## config.mk

```make
export PLATFORM = sky130hd
export DESIGN_NAME = sched_word_finish
export DESIGN_NICKNAME = d
export VERILOG_FILES = /design/src/rtl/sched_pkg.sv /design/src/rtl/sched_sig1.sv /design/src/rtl/sched_pair_stage.sv /design/src/rtl/sched_word_finish.sv
export SDC_FILE = /design/constraint.sdc
export NUM_CORES = 1
export LEC_CHECK = 0
export BUFFER_PORTS_ARGS = -buffer_cell sky130_fd_sc_hd__buf_4
export CAP_MARGIN = 20
export CORE_AREA = 2 2 299 301
export CTS_CLUSTER_SIZE = 30
export DETAILED_ROUTE_END_ITERATION = 8
export DIE_AREA = 0 0 301 303
export HOLD_SLACK_MARGIN = 0.03
export PLACE_DENSITY = 0.59
export SLEW_MARGIN = 20
export SYNTH_ARGS = -nofsm -noshare
export SYNTH_HDL_FRONTEND = slang
export SYNTH_SLANG_ARGS = --single-unit
```

## constraint.sdc

```tcl
create_clock -name clk -period 14.2 [get_ports clk]
set_input_delay 2.84 -clock clk [delete_from_list [all_inputs] [get_ports clk]]
set_output_delay 2.84 -clock clk [all_outputs]
set_load 0.01 [all_outputs]
```

## src/rtl/sched_pkg.sv

```systemverilog
package sched_pkg;
  localparam int unsigned LANES = 4;
  typedef enum logic {
    LAT_ONE = 1'b0,
    LAT_TWO = 1'b1
  } lat_mode_e;
endpackage

```

## src/rtl/sched_sig1.sv

```systemverilog
module sched_sig1 #(
  parameter int unsigned W    = 64,
  parameter int unsigned ROTA = 19,
  parameter int unsigned ROTB = 61,
  parameter int unsigned SHF  = 6
) (
  input  logic [W-1:0] x,
  output logic [W-1:0] y
);
  logic [W-1:0] r_a, r_b, s_c;
  assign r_a = (x >> ROTA) | (x << (W - ROTA));
  assign r_b = (x >> ROTB) | (x << (W - ROTB));
  assign s_c = x >> SHF;
  assign y   = r_a ^ r_b ^ s_c;
endmodule

```

## src/rtl/sched_pair_stage.sv

```systemverilog
module sched_pair_stage #(
  parameter int unsigned W    = 64,
  parameter int unsigned ROTA = 19,
  parameter int unsigned ROTB = 61,
  parameter int unsigned SHF  = 6
) (
  input  logic [2*W-1:0] base,
  input  logic [2*W-1:0] src,
  output logic [2*W-1:0] sum
);
  for (genvar g = 0; g < 2; g++) begin : g_lane
    logic [W-1:0] sg;
    sched_sig1 #(.W(W), .ROTA(ROTA), .ROTB(ROTB), .SHF(SHF)) u_sig (
      .x(src[g*W +: W]),
      .y(sg)
    );
    assign sum[g*W +: W] = base[g*W +: W] + sg;
  end
endmodule

```

## src/rtl/sched_word_finish.sv

```systemverilog
module sched_word_finish #(
  parameter int unsigned         W        = 64,
  parameter int unsigned         ROTA     = 19,
  parameter int unsigned         ROTB     = 61,
  parameter int unsigned         SHF      = 6,
  parameter sched_pkg::lat_mode_e LAT_MODE = sched_pkg::LAT_ONE
) (
  input  logic                          clk,
  input  logic                          rst,
  input  logic                          in_valid,
  output logic                          in_ready,
  input  logic [sched_pkg::LANES*W-1:0] part_sum,
  input  logic [sched_pkg::LANES*W-1:0] recent,
  output logic                          out_valid,
  input  logic                          out_ready,
  output logic [sched_pkg::LANES*W-1:0] out_words
);
  localparam int unsigned BUS_W  = sched_pkg::LANES * W;
  localparam int unsigned PAIR_W = 2 * W;

  logic              accept;
  logic [PAIR_W-1:0] lo_sum;
  logic [PAIR_W-1:0] s2_lo, s2_base, hi_sum;
  logic              s2_load;
  logic              mid_valid;

  assign accept = in_valid && in_ready;

  sched_pair_stage #(.W(W), .ROTA(ROTA), .ROTB(ROTB), .SHF(SHF)) u_lo (
    .base(part_sum[PAIR_W-1:0]),
    .src (recent[BUS_W-1:PAIR_W]),
    .sum (lo_sum)
  );

  if (LAT_MODE == sched_pkg::LAT_TWO) begin : g_two
    logic [PAIR_W-1:0] mid_lo, mid_base;
    logic              mid_v;
    always_ff @(posedge clk) begin
      if (rst) begin
        mid_v <= 1'b0;
      end else if (accept) begin
        mid_v <= 1'b1;
      end else begin
        mid_v <= 1'b0;
      end
      if (accept) begin
        mid_lo   <= lo_sum;
        mid_base <= part_sum[BUS_W-1:PAIR_W];
      end
    end
    assign mid_valid = mid_v;
    assign s2_lo     = mid_lo;
    assign s2_base   = mid_base;
    assign s2_load   = mid_v;
    assign in_ready  = !out_valid && !mid_v;
  end else begin : g_one
    assign mid_valid = 1'b0;
    assign s2_lo     = lo_sum;
    assign s2_base   = part_sum[BUS_W-1:PAIR_W];
    assign s2_load   = accept;
    assign in_ready  = !out_valid;
  end

  sched_pair_stage #(.W(W), .ROTA(ROTA), .ROTB(ROTB), .SHF(SHF)) u_hi (
    .base(s2_base),
    .src (s2_lo),
    .sum (hi_sum)
  );

  always_ff @(posedge clk) begin
    if (rst) begin
      out_valid <= 1'b0;
    end else if (s2_load) begin
      out_valid <= 1'b1;
    end else if (out_ready) begin
      out_valid <= 1'b0;
    end
    if (s2_load) begin
      out_words <= {hi_sum, s2_lo};
    end
  end

  function automatic logic [W-1:0] chk_sig(input logic [W-1:0] v);
    logic [2*W-1:0] d;
    d = {v, v};
    return d[ROTA +: W] ^ d[ROTB +: W] ^ (v >> SHF);
  endfunction

  assert_reset_R8: assert property (@(posedge clk) rst |=> !out_valid);

  assert_hold_R7: assert property (@(posedge clk) disable iff (rst)
    out_valid && !out_ready |=> out_valid && $stable(out_words));

  assert_busy_R6: assert property (@(posedge clk) disable iff (rst)
    (out_valid || mid_valid) |-> !in_ready);

  if (LAT_MODE == sched_pkg::LAT_TWO) begin : g_chk_two
    assert_latency_R5: assert property (@(posedge clk) disable iff (rst)
      accept |=> !out_valid ##1 out_valid);
    assert_chain_R3: assert property (@(posedge clk) disable iff (rst)
      $rose(out_valid) |->
        out_words[2*W +: W] == $past(part_sum[2*W +: W], 2) + chk_sig(out_words[0 +: W]) &&
        out_words[3*W +: W] == $past(part_sum[3*W +: W], 2) + chk_sig(out_words[W +: W]));
    assert_low_R1: assert property (@(posedge clk) disable iff (rst)
      $rose(out_valid) |->
        out_words[0 +: W] == $past(part_sum[0 +: W], 2) + chk_sig($past(recent[2*W +: W], 2)));
  end else begin : g_chk_one
    assert_latency_R5: assert property (@(posedge clk) disable iff (rst)
      accept |=> out_valid);
    assert_chain_R3: assert property (@(posedge clk) disable iff (rst)
      $rose(out_valid) |->
        out_words[2*W +: W] == $past(part_sum[2*W +: W]) + chk_sig(out_words[0 +: W]) &&
        out_words[3*W +: W] == $past(part_sum[3*W +: W]) + chk_sig(out_words[W +: W]));
    assert_low_R1: assert property (@(posedge clk) disable iff (rst)
      $rose(out_valid) |->
        out_words[0 +: W] == $past(part_sum[0 +: W]) + chk_sig($past(recent[2*W +: W])));
  end
endmodule

```

==> run_results.csv <==
group,metric,value,unit
global_route,use_met2,0.389,
power_and_ir_drop,power.internal,5.26,mW
cts,post_cts_buffers,0,
hold_path,hold_path_class,"flop to flop",
route,wl_per_cell,25.6,um
placement,dp_hpwl,104,mm
yosys,syn_area_per_cell,9.20,um^2
placement,globalplace.congestion,1.00,
run,cap_viol_max_count,0,
timing,setup_tns,0,ps
critical_path,ff2ff_setup_slack,11190,ps
power_and_ir_drop,swShare,0.506,
power_and_ir_drop,irDropWorstVdd,0.000153,V
global_route,track_usage,0.254,
yosys,synth-warning-count,0,
critical_path,ff2ff_path_depth,4,
critical_path,worstPathArrival,10700,ps
finish,layout_common_cells,"buf_4 (682), xnor2_1 (564), a21oi_1 (294), ha_1 (266), edfxtp_1 (256)",
critical_path,worstSetupPathType,"input pin to flop",
route,first_iter_violations,2304,
timing,setup_violations,0,
cts,cts_buffers,36,
cts,cts.reportedPaths.clkPinSlew,60,ps
cts,htree_levels,2,
route,first_pass_iters,5,
timing,fin_skew,34.5,ps
floorplan,coreArea,88000,um^2
critical_path,critPathMaxFanout,5,
power_and_ir_drop,leakagePower,14.4,nW
floorplan,start_util,0.309,
hold_path,holdPathStages,1,
route,drc,0,
yosys,synthArstFlopShare,0,
power_and_ir_drop,p_switching,5.39,mW
power_and_ir_drop,comb_power_share,0.761,
placement,port_buffers,645,
finish,final_nets,4372,
critical_path,r2r-start,"out_valid",
cts,clock_latency,570,ps
yosys,ys_seq_elements,257,
route,vias,25800,
cts,cts_root_buffer,"clkbuf_16",
power_and_ir_drop,powerDensity,307,nW/um^2
critical_path,cpPeakStageDelay,630,ps
critical_path,critPathCaptureType,"flop",
yosys,yosysSeqAreaShare,0.283,
floorplan,die_h,303,um
critical_path,critPathSlowestCell,"o31ai_1",
critical_path,crit_start,"recent[135]",
critical_path,worst_r2r_endpoint,"out_words[75]",
finish,post-route-util,0.394,
finish,drive_above_1_share,0.219,
critical_path,start_kind,"input pin",
yosys,synth_fp_nets,3740,
global_route,antenna_found_initial,15,
global_route,grt_max_degree,145,
timing,rsz0062_at_grt,"false",
global_route,grt_pass1_wl,169,mm
yosys,synthCells,2954,
cts,cts_hold_buf,0,
yosys,synthDistinctLibCells,87,
timing,slew_violations,0,
critical_path,crit_buf_inv,2,
global_route,busiest_layer,"met2",
floorplan,die_w,301,um
timing,fmax,96.1,MHz
timing,worstMarginPinSlew,1230,ps
global_route,grt_util_met1,0.359,
cts,cts_resized,0,
floorplan,die_area,91200,um^2
finish,layout_commonest_cell,"buf_4",
critical_path,cp_top_family,"compound AO/OA/AOI/OAI gates",
critical_path,crit_required,14480,ps
timing,slew_headroom,0.180,
yosys,synth_edf_count,256,
timing,period_share,0.733,
yosys,netlist_area,27200,um^2
hold_path,worstHoldStart,"out_valid",
status,status,"complete, no violations",
global_route,first_global_vias,24100,
yosys,synthFlopType,"edfxtp_1",
cts,clock_path_buffers,3,
route,wl,122,mm
global_route,use_met3,0.0440,
cts,clkSinkCount,257,
power_and_ir_drop,power.total,10.7,mW
power_and_ir_drop,seqPwrFrac,0.153,
floorplan,num_rows,109,
power_and_ir_drop,pwr-share-clk,0.086,
global_route,overflow,0,
hold_path,whs_endpoint,"out_valid",
cts,cts_tree,"yes",
floorplan,ioPinCount,774,
timing,period_needed,10410,ps
finish,area_growth,27.5,%
route,ant_nets,0,
timing,hold_violations,0,
route,viasPerCell,5.39,
[power groups by stage]
stage | clock network, mW | registers, mW | logic (mW)
floorplan | 0 | 1.75 | 5.24
global placement | 0 | 1.65 | 7.97
detailed placement | 0 | 1.65 | 7.97
CTS | 0.936 | 1.64 | 8.02
global route | 0.961 | 1.65 | 8.79
finish | 0.912 | 1.63 | 8.11
[area by class of cell]
type | instances | area (um^2)
Inverter | 73 | 274
Antenna cell | 9 | 22.5
Clock inverter | 22 | 206
Sequential cell | 257 | 7710
Fill cell | 8977 | 53300
Tap cell | 1165 | 1460
Clock buffer | 40 | 958
Timing Repair Buffer | 683 | 5140
Multi-Input combinational cell | 2535 | 18900
[cell usage after synthesis (11+ instances only)]
| library cell | count | share of area |
|---|---|---|
| nor3_1 | 49 | 0.0090 |
| clkbuf_1 | 84 | 0.012 |
| edfxtp_1 | 256 | 0.28 |
| ha_1 | 266 | 0.12 |
| o211ai_1 | 22 | 0.0061 |
| o21bai_1 | 57 | 0.016 |
| a21oi_1 | 294 | 0.054 |
| nand4_1 | 68 | 0.016 |
| o31ai_1 | 23 | 0.0064 |
| a211oi_1 | 35 | 0.0097 |
| nor2b_1 | 23 | 0.0053 |
| and2_1 | 18 | 0.0041 |
| nand2b_1 | 14 | 0.0032 |
| nand2_1 | 208 | 0.029 |
| xnor2_1 | 566 | 0.18 |
| xor2_1 | 141 | 0.045 |
| a21o_1 | 149 | 0.041 |
| a31oi_1 | 27 | 0.0062 |
| o21a_1 | 24 | 0.0066 |
| o21ai_0 | 136 | 0.025 |
| and3_1 | 21 | 0.0048 |
| and4_1 | 12 | 0.0039 |
| nand3_1 | 38 | 0.0070 |
| nor2_1 | 147 | 0.020 |
| or2_2 | 11 | 0.0025 |
| inv_1 | 73 | 0.010 |
| nor4_1 | 15 | 0.0035 |
[layer usage]
layer / vias up / share of wire
met5: - / 0.00048
met2: 1063 / 0.44
met4: 8 / 0.037
li1: 12100 / -
met3: 192 / 0.069
met1: 12400 / 0.46
[flip-flops by register name, indices dropped and copies added, names as in the netlist]
| signal | count |
|---|---|
| out_valid | 1 |
| out_words | 256 |
[kinds of logic (layout without fill, tap and decap cells)]
family | count (synthesis) | after routing | share of synthesized area
muxes | 2 | 2 | 0.000782
DFF | 257 | 257 | 0.283
xor gates and xnor gates | 724 | 724 | 0.240
AOI/OAI and AO/OA | 886 | 886 | 0.211
adders and majority gates | 270 | 270 | 0.125
buffers and inverters | 162 | 818 | 0.0226
and+or+nand+nor | 653 | 653 | 0.116
other | 0 | 9 | 0
[how the worst max path moves through the flow]
stage / end / depth (start not counted)
final: out_words[186] / 27
after global routing: out_words[186] / 27
after CTS: out_words[186] / 27
after detailed placement: out_words[186] / 27
after global placement: out_words[186] / 27
after floorplan: out_words[0] / 1
[per-stage QoR]
stage	worst slack, ps	cell area [um^2]	cells	hold slack (ps)
2_1_floorplan	4260	27200	2954	555
3_3_place_gp	3470	33500	4713	574
3_5_place_dp	3440	33500	4713	574
4_1_cts	3960	34600	4775	579
5_1_grt	3230	34700	4784	595
6_report	3790	34700	4784	574
[worst reg2reg max path, stage by stage, from the launching register on]
cell	delay, ps
dfxtp_1	360
nor2b_4	110
buf_4	500
buf_4	770
buf_12	680
Power figures use the tool's default switching activity.
